`config.mk`:
```
export PLATFORM = sky130hd
export DESIGN_NAME = sqrt_seed_gen
export DESIGN_NICKNAME = d
export VERILOG_FILES = /design/src/rtl/sqe_pkg.sv /design/src/rtl/sqe_work_reg.sv /design/src/rtl/sqe_counter.sv /design/src/rtl/sqe_ctrl.sv /design/src/rtl/sqrt_seed_gen.sv
export SDC_FILE = /design/constraint.sdc
export NUM_CORES = 1
export LEC_CHECK = 0
export ABC_AREA = 1
export ABC_CLOCK_PERIOD_IN_PS = 2260
export BUFFER_PORTS_ARGS = -buffer_cell sky130_fd_sc_hd__buf_2
export CORE_AREA = 2 2 104 106
export DETAILED_ROUTE_END_ITERATION = 12
export DIE_AREA = 0 0 106 108
export PLACE_DENSITY = 0.6
export SLEW_MARGIN = 20
export SYNTH_ARGS = -nofsm -noshare
export SYNTH_HDL_FRONTEND = slang
export SYNTH_SLANG_ARGS = --single-unit
```
`constraint.sdc`:
```
create_clock -name clk_i -period 2.26 [get_ports clk_i]
set_input_delay 0.113 -clock clk_i [delete_from_list [all_inputs] [get_ports clk_i]]
set_output_delay 0.113 -clock clk_i [all_outputs]
set_load 0.02 [all_outputs]
```
`src/rtl/sqe_pkg.sv`:
```
package sqe_pkg;
  typedef enum logic [1:0] {WK_HOLD, WK_LOAD, WK_SHL, WK_SHR} work_op_e;
  typedef enum logic [2:0] {CN_HOLD, CN_CLR, CN_INC, CN_LOAD, CN_DEC} cnt_op_e;
  typedef enum logic [1:0] {ST_IDLE, ST_COUNT, ST_SHIFT} state_e;
endpackage

```
`src/rtl/sqe_work_reg.sv`:
```
module sqe_work_reg
  import sqe_pkg::*;
#(
  parameter int unsigned OPW = 24,
  localparam int unsigned WW = OPW + 1
) (
  input  logic           clk_i,
  input  logic           rst_ni,
  input  work_op_e       op_i,
  input  logic           reload_i,
  input  logic [OPW-1:0] opnd_i,
  output logic [WW-1:0]  work_o,
  output logic           msb_o
);
  logic [WW-1:0]  work_q;
  logic [OPW-1:0] opnd_q;
  logic [OPW-1:0] load_val;

  // first load takes the port, second load the captured copy
  assign load_val = reload_i ? opnd_q : opnd_i;

  always_ff @(posedge clk_i or negedge rst_ni) begin
    if (!rst_ni) begin
      work_q <= '0;
      opnd_q <= '0;
    end else begin
      if (op_i == WK_LOAD && !reload_i) opnd_q <= opnd_i;
      unique case (op_i)
        WK_LOAD: work_q <= {1'b0, load_val};
        WK_SHL:  work_q <= {work_q[WW-2:0], 1'b0};
        WK_SHR:  work_q <= {1'b0, work_q[WW-1:1]};
        default: work_q <= work_q;
      endcase
    end
  end

  assign work_o = work_q;
  assign msb_o  = work_q[OPW-1];
endmodule

```
`src/rtl/sqe_counter.sv`:
```
module sqe_counter
  import sqe_pkg::*;
#(
  parameter int unsigned CW = 5
) (
  input  logic          clk_i,
  input  logic          rst_ni,
  input  cnt_op_e       op_i,
  input  logic [CW-1:0] load_val_i,
  output logic [CW-1:0] cnt_o,
  output logic          zero_o
);
  logic [CW-1:0] cnt_q;

  always_ff @(posedge clk_i or negedge rst_ni) begin
    if (!rst_ni) begin
      cnt_q <= '0;
    end else begin
      unique case (op_i)
        CN_CLR:  cnt_q <= '0;
        CN_INC:  cnt_q <= cnt_q + 1'b1;
        CN_LOAD: cnt_q <= load_val_i;
        CN_DEC:  cnt_q <= cnt_q - 1'b1;
        default: cnt_q <= cnt_q;
      endcase
    end
  end

  assign cnt_o  = cnt_q;
  assign zero_o = (cnt_q == '0);
endmodule

```
`src/rtl/sqe_ctrl.sv`:
```
module sqe_ctrl
  import sqe_pkg::*;
(
  input  logic     clk_i,
  input  logic     rst_ni,
  input  logic     start_i,
  input  logic     opnd_zero_i,
  input  logic     msb_i,
  input  logic     cnt_zero_i,
  output work_op_e work_op_o,
  output logic     reload_o,
  output cnt_op_e  cnt_op_o,
  output logic     est_cap_o,
  output logic     est_clr_o,
  output logic     done_o,
  output state_e   state_o
);
  state_e state_q, state_d;
  logic   done_q, done_d;

  always_comb begin
    state_d   = state_q;
    work_op_o = WK_HOLD;
    reload_o  = 1'b0;
    cnt_op_o  = CN_HOLD;
    est_cap_o = 1'b0;
    est_clr_o = 1'b0;
    done_d    = 1'b0;
    unique case (state_q)
      ST_IDLE: begin
        if (start_i) begin
          if (opnd_zero_i) begin
            est_clr_o = 1'b1;
            done_d    = 1'b1;
          end else begin
            work_op_o = WK_LOAD;
            cnt_op_o  = CN_CLR;
            state_d   = ST_COUNT;
          end
        end
      end
      ST_COUNT: begin
        if (msb_i) begin
          work_op_o = WK_LOAD;
          reload_o  = 1'b1;
          cnt_op_o  = CN_LOAD;
          state_d   = ST_SHIFT;
        end else begin
          work_op_o = WK_SHL;
          cnt_op_o  = CN_INC;
        end
      end
      ST_SHIFT: begin
        if (cnt_zero_i) begin
          est_cap_o = 1'b1;
          done_d    = 1'b1;
          state_d   = ST_IDLE;
        end else begin
          work_op_o = WK_SHR;
          cnt_op_o  = CN_DEC;
        end
      end
      default: state_d = ST_IDLE;
    endcase
  end

  always_ff @(posedge clk_i or negedge rst_ni) begin
    if (!rst_ni) begin
      state_q <= ST_IDLE;
      done_q  <= 1'b0;
    end else begin
      state_q <= state_d;
      done_q  <= done_d;
    end
  end

  assign done_o  = done_q;
  assign state_o = state_q;
endmodule

```
`src/rtl/sqrt_seed_gen.sv`:
```
module sqrt_seed_gen
  import sqe_pkg::*;
#(
  parameter int unsigned OPW  = 24,
  parameter int unsigned ESTW = OPW / 2 + 1
) (
  input  logic            clk_i,
  input  logic            rst_ni,
  input  logic            start_i,
  input  logic [OPW-1:0]  opnd_i,
  output logic [ESTW-1:0] est_o,
  output logic            done_o
);
  localparam int unsigned WW = OPW + 1;
  localparam int unsigned CW = $clog2(OPW + 1);

  work_op_e      work_op;
  cnt_op_e       cnt_op;
  state_e        state_w;
  logic          reload, msb, cnt_zero, est_cap, est_clr;
  logic [WW-1:0] work;
  logic [CW-1:0] cnt_w, half_cnt;
  logic [CW:0]   sig_bits;
  logic [ESTW-1:0] est_q, est_raw;

  // counter holds leading-zero count when the leading one reaches the top
  assign sig_bits = (CW+1)'(OPW) - {1'b0, cnt_w};
  assign half_cnt = CW'((sig_bits + 1'b1) >> 1);

  sqe_ctrl u_ctrl (
    .clk_i       (clk_i),
    .rst_ni      (rst_ni),
    .start_i     (start_i),
    .opnd_zero_i (opnd_i == '0),
    .msb_i       (msb),
    .cnt_zero_i  (cnt_zero),
    .work_op_o   (work_op),
    .reload_o    (reload),
    .cnt_op_o    (cnt_op),
    .est_cap_o   (est_cap),
    .est_clr_o   (est_clr),
    .done_o      (done_o),
    .state_o     (state_w)
  );

  sqe_work_reg #(.OPW(OPW)) u_work (
    .clk_i    (clk_i),
    .rst_ni   (rst_ni),
    .op_i     (work_op),
    .reload_i (reload),
    .opnd_i   (opnd_i),
    .work_o   (work),
    .msb_o    (msb)
  );

  sqe_counter #(.CW(CW)) u_cnt (
    .clk_i      (clk_i),
    .rst_ni     (rst_ni),
    .op_i       (cnt_op),
    .load_val_i (half_cnt),
    .cnt_o      (cnt_w),
    .zero_o     (cnt_zero)
  );

  assign est_raw = work[ESTW-1:0];

  always_ff @(posedge clk_i or negedge rst_ni) begin
    if (!rst_ni)      est_q <= '0;
    else if (est_clr) est_q <= '0;
    else if (est_cap) est_q <= (est_raw == '0) ? ESTW'(1) : est_raw;
  end

  assign est_o = est_q;
endmodule

```
### Yosys cells after proc, flatten, opt, wreduce, memory -nomap -nowiden

Index checks and enable logic that the tools add are counted.

* input bits: 27
* register bits after elaboration: 70
* word-level logic and storage cells: 62

* add/subtract/negate cells: 4
* multiplexer cells: 29
* reduce and logical (&&, ||, !) cells: 10
* eq/ne operators: 13

Operators with widths (number)
* $pmux 25 s3: 1
* $mux 13: 3
* $logic_not 24->1: 1
* $mux 24: 1
* $pmux 5 s4: 1
* $mux 2: 7
* $logic_not 13->1: 1
* $pmux 2 s3: 2
* $mux 1: 10
* $pmux 3 s3: 1
* $add 6x1->6 const B: 1
* $eq 2x2->1 const B: 3
* $eq 3x2->1 const B: 2
* $mux 3: 2
* $ne 2x2->1 const B: 3
* $sub 5x5->6 const A: 1
* $add 5x1->5 const B: 1
* $logic_not 5->1: 1
* $sub 5x1->5 const B: 1
* $eq 2x1->1 const B: 2
* $reduce_and 4->1: 1
* $reduce_bool 4->1: 1
* $eq 3x1->1 const B: 1
* $eq 3x3->1 const B: 1
* other kinds (7): 7

### Depth between registers and ports, before layout

* depth after elaboration: 6
* mapped depth: 12
* gate-level depth less buffers: 12

### By module

From an unflattened synthesis, not the netlist that was laid out.

* cell total of the unflattened synthesis: 567
* area, all modules: 4062.6 µm²

Modules (own cells, without submodules)
* sqe_work_reg: times used 1, area each 2777.7 µm², cells an instance 401
* sqrt_seed_gen: times used 1, area each 670.6 µm², cells an instance 76
* sqe_counter: times used 1, area each 425.4 µm², cells an instance 61
* sqe_ctrl: times used 1, area each 188.9 µm², cells an instance 29

### Worst setup path after synthesis

No wires, ideal clock.

* path type: reg2reg
* start point: register u_cnt.cnt_q[1], in the netlist u_cnt.cnt_o[1]
* end point: register u_cnt.cnt_q[4], in the netlist u_cnt.cnt_o[4]
* buffers on the path: 0
* cell stages (with the launch flop): 12
* setup time: 0.119 ns
* arrival time: 1.846 ns
* slack: 0.295 ns
* path through: dfrtp_1 > nor2_2 > nand4_4 > nand2_1 > inv_1 > ha_1 > a21oi_1 > nand2_1 > nand2_1 > nand3_1 > a21oi_1 > nand2_1

* word-level cells in the longest chain between the ends: 5

RTL lines
* from (decl): line sqe_counter.sv:13 `logic [CW-1:0] cnt_q;`
* from (signal assigned): line sqe_counter.sv:21 `CN_INC: cnt_q <= cnt_q + 1'b1;`
* from (signal assigned): line sqe_counter.sv:22 `CN_LOAD: cnt_q <= load_val_i;`
* from (signal assigned): line sqe_counter.sv:23 `CN_DEC: cnt_q <= cnt_q - 1'b1;`
* parallel branches: the longest is 5 deep, another holds $sub 5x5->6

Parallel ways; which one is timed is not known.
A chain may end at the register's enable or synchronous reset.

### Worst setup path after layout

* start point: register u_cnt.cnt_q[2], in the netlist u_cnt.cnt_o[2]
* end point: register u_cnt.cnt_q[4], in the netlist u_cnt.cnt_o[4]

The elaborated chain is that of the path after synthesis.

==> flow_metrics.py <==
metrics = {
    "global_route": {
        "grt_antenna_before_repair": 0,
        "grt_pass1_wl_mm": 17.0,
        "grt.overflow.total": 0,
        "grt_start_max_net_pins": 31,
        "grt_usage": 0.187,
        "grt_pass1_vias": 3532,
    },
    "floorplanning": {
        "start_util": 0.394,
        "core_mm2": 0.0102,
        "io_pins": 41,
        "fp.dieArea_mm2": 0.0114,
        "die_x_um": 106,
        "die_h_um": 108,
        "num_rows": 37,
    },
    "finish": {
        "antenna_cells": 0,
        "drive_above_1_share": 0.138,
        "area_growth_pct": 16.8,
        "layout.nets": 657,
    },
    "place": {
        "port_buffers": 40,
        "dp_hpwl_mm": 6.75,
        "place.gp.congestion": 0.815,
        "pre_cts_slack_ns": 0.238,
    },
    "yosys": {
        "ys_warn_count": 0,
        "synthesis.area_mm2": 0.00403,
        "ys_seq_area_frac": 0.434,
        "netlist.area_leader.share": 0.434,
        "synth.avg_cell_area_um2": 6.96,
        "yosys.area.top_type": "dfrtp_1",
        "ys_ff_latch": 70,
        "syn-instance-count": 579,
        "syn-num-nets": 611,
        "ys_top_cells_by_area": "dfrtp_1, nand2_1, o21ai_0",
        "synth.distinct_cells": 28,
    },
    "sta": {
        "rsz0062_at_grt": "no",
        "fin_crit_ns": 2.08,
        "final-setup-viol-count": 0,
        "slew_violations": 0,
        "worstMarginPinSlew_ns": 0.525,
        "max_slew_margin": 0.650,
        "fmax_mhz": 481,
        "hold_viol_final": 0,
        "fin_setup_tns_ns": 0,
        "fin_ws_ns": 0.182,
        "fin_worst_skew_ns": 0.00899,
        "finalCritPeriodShare": 0.919,
    },
    "pwr": {
        "clockPowerShare": 0.193,
        "p_switching_mw": 2.84,
        "ir_drop_uv": 542,
        "sw_frac_of_total": 0.446,
        "pwr-share-comb": 0.461,
        "internal-power_mw": 3.52,
        "p_seq_frac": 0.346,
        "p_leak_nw": 2.53,
        "total_power_mw": 6.36,
        "power_density_mw_per_mm2": 1350,
    },
    "cts": {
        "clk_pin_slew_ns": 0.08,
        "cts_tree": "done",
        "postCtsSetupBuffers": 0,
        "h-tree-depth": 3,
        "cts_resized": 0,
        "clock-sinks": 70,
        "root_buffer": "clkbuf_8",
        "cts.path.max_buffers": 2,
        "clk_latency_ns": 0.36,
        "numCtsBuffers": 9,
    },
    "routing": {
        "drtAntennaViolNets": 0,
        "num_vias": 3758,
        "dr.pass1.iters": 5,
        "wirelength_mm": 9.77,
        "drt_iter0_markers": 277,
        "post-route-drc-count": 0,
        "vias_per_cell": 4.91,
        "wl_per_cell_um": 12.8,
    },
    "critical_path": {
        "cp_max_fo": 5,
        "reg2regPathDepth": 11,
        "required_ns": 2.51,
        "crit_path_frequent_cell": "nand2_1",
        "arrival_ns": 2.33,
        "cp_slowest_cell": "dfrtp_1",
        "criticalPathCategory": "reg -> reg",
        "cp-end-kind": "register",
        "startpoint_type": "register",
        "cp_cell_sequence": "nor2_2 > nand4_4 > nand2_1 > inv_1 > ha_1 > a21oi_1 > nand2_1 > nand2_1 > nand3_1 > a21oi_1 > nand2_1",
        "slowest_delay_ns": 0.44,
    },
    "run": {
        "maxCapViolCount": 0,
    },
    "hold_path": {
        "min_path_cells": 3,
        "worst_hold_path_type": "in -> reg",
    },
    "outcome": {
        "status": "finished clean",
    },
}
-- final timing paths --
path                                                    from                             to  slack [ns]
worst max-delay path              u_cnt.cnt_o[2]$_DFFE_PN0P_     u_cnt.cnt_o[4]$_DFFE_PN0P_        0.18
worst min-delay path                              opnd_i[17]  u_work.opnd_q[17]$_DFFE_PN0P_       0.009
worst max register to register    u_cnt.cnt_o[2]$_DFFE_PN0P_     u_cnt.cnt_o[4]$_DFFE_PN0P_        0.18
worst min register to register  u_work.opnd_q[8]$_DFFE_PN0P_   u_work.opnd_q[8]$_DFFE_PN0P_        0.49
max in group asynchronous                             rst_ni     u_cnt.cnt_o[1]$_DFFE_PN0P_        1.25
min in group asynchronous                             rst_ni  u_work.opnd_q[20]$_DFFE_PN0P_        0.26
-- logic make-up after synthesis --
logic type	count (synthesis)	synth area share
buffers and inverters	91	0.0915
flip-flops	70	0.434
AO/OA/AOI/OAI	68	0.0887
adder cells (fa/ha/maj)	5	0.0174
AND/OR/NAND/NOR	344	0.366
XOR/XNOR	1	0.00217
-- cell usage after synthesis --
library cell,n
a21oi_1,14
a21oi_4,1
a22oi_1,2
a31oi_1,1
buf_2,13
buf_4,3
clkbuf_1,14
dfrtp_1,70
fa_1,1
ha_1,4
inv_1,57
inv_2,4
nand2_1,241
nand2_2,1
nand3_1,33
nand3_2,1
nand3_4,1
nand4_1,30
nand4_4,1
nor2_1,25
nor2_2,3
nor3_1,3
nor3_2,1
nor4_1,1
o21ai_0,47
o21ai_1,3
or2_2,3
xnor2_1,1
-- area by class of cell --
class / count / area, um2
clock buffers: 9 / 124
clock inverters: 7 / 113
repair buffers: 65 / 413
well taps: 136 / 170
flip-flops and latches: 70 / 1750
inverters: 61 / 229
fillers: 1075 / 5520
multi-input cells: 418 / 1910
-- placed cells by master (no fill, tap or decap), drive strengths merged --
cell type | netlist | layout
ha | 4 | 4
clkinv | 0 | 3
inv | 61 | 61
xnor2 | 1 | 1
nor2 | 28 | 28
o21ai | 50 | 50
a31oi | 1 | 1
dlygate4sd3 | 0 | 10
clkinvlp | 0 | 1
nand4 | 31 | 31
or2 | 3 | 3
a21oi | 15 | 15
nand2 | 242 | 242
bufinv | 0 | 3
a22oi | 2 | 2
clkbuf | 14 | 9
nand3 | 35 | 35
dfrtp | 70 | 70
nor4 | 1 | 1
nor3 | 4 | 4
buf | 16 | 55
fa | 1 | 1
-- stage by stage --
stage	instances	hold slack [ns]	utilization	cell area, um2
6_report	766	0.00893	0.461	4710
5_1_grt	766	0.0532	0.461	4710
4_1_cts	766	0.00226	0.461	4710
3_5_place_dp	740	0.123	0.428	4380
3_3_place_gp	740	0.110	0.428	4380
2_1_floorplan	579	-0.183	-	4030
-- sequential cells by signal (all words and copies together) (netlist names) --
name            cells
u_ctrl.state_o      2
est_o              13
u_ctrl.done_o       1
u_work.work_o      25
u_work.opnd_q      24
u_cnt.cnt_o         5
-- layer usage --
layer  vias to the layer above  part of all wire  routed length [um]  global-route usage
met5                         -                 0                   0                   0
met3                        17             0.052                 507              0.0277
met1                      1706              0.51                4960               0.272
li1                       1935                 -                   -                   -
met2                       100              0.42                4100               0.278
met4                         0             0.020                 199              0.0808
-- critical path: cells and delay by family (launching register included) --
family | cells | cell delay, ns
flops | 1 | 0.44
compound gates | 2 | 0.35
buf+inv | 1 | 0.14
fa+ha+maj | 1 | 0.35
simple gates | 7 | 0.68
-- power by group through the flow --
stage          sequential (mW)  clock (mW)  combinational [mW]
2_1_floorplan             2.16           0                2.24
3_3_place_gp              2.20           0                2.87
3_5_place_dp              2.22           0                2.92
4_1_cts                   2.19        1.26                2.94
5_1_grt                   2.27        1.30                3.42
6_report                  2.20        1.23                2.93
-- repair_timing --
| action | 4_1_cts | 5_1_grt |
|---|---|---|
| setup endpoints to repair | 0 | 0 |
| endpoints found under the hold margin | 28 | 0 |
| hold buffers | 10 | 0 |
Power figures use the tool's default switching activity.
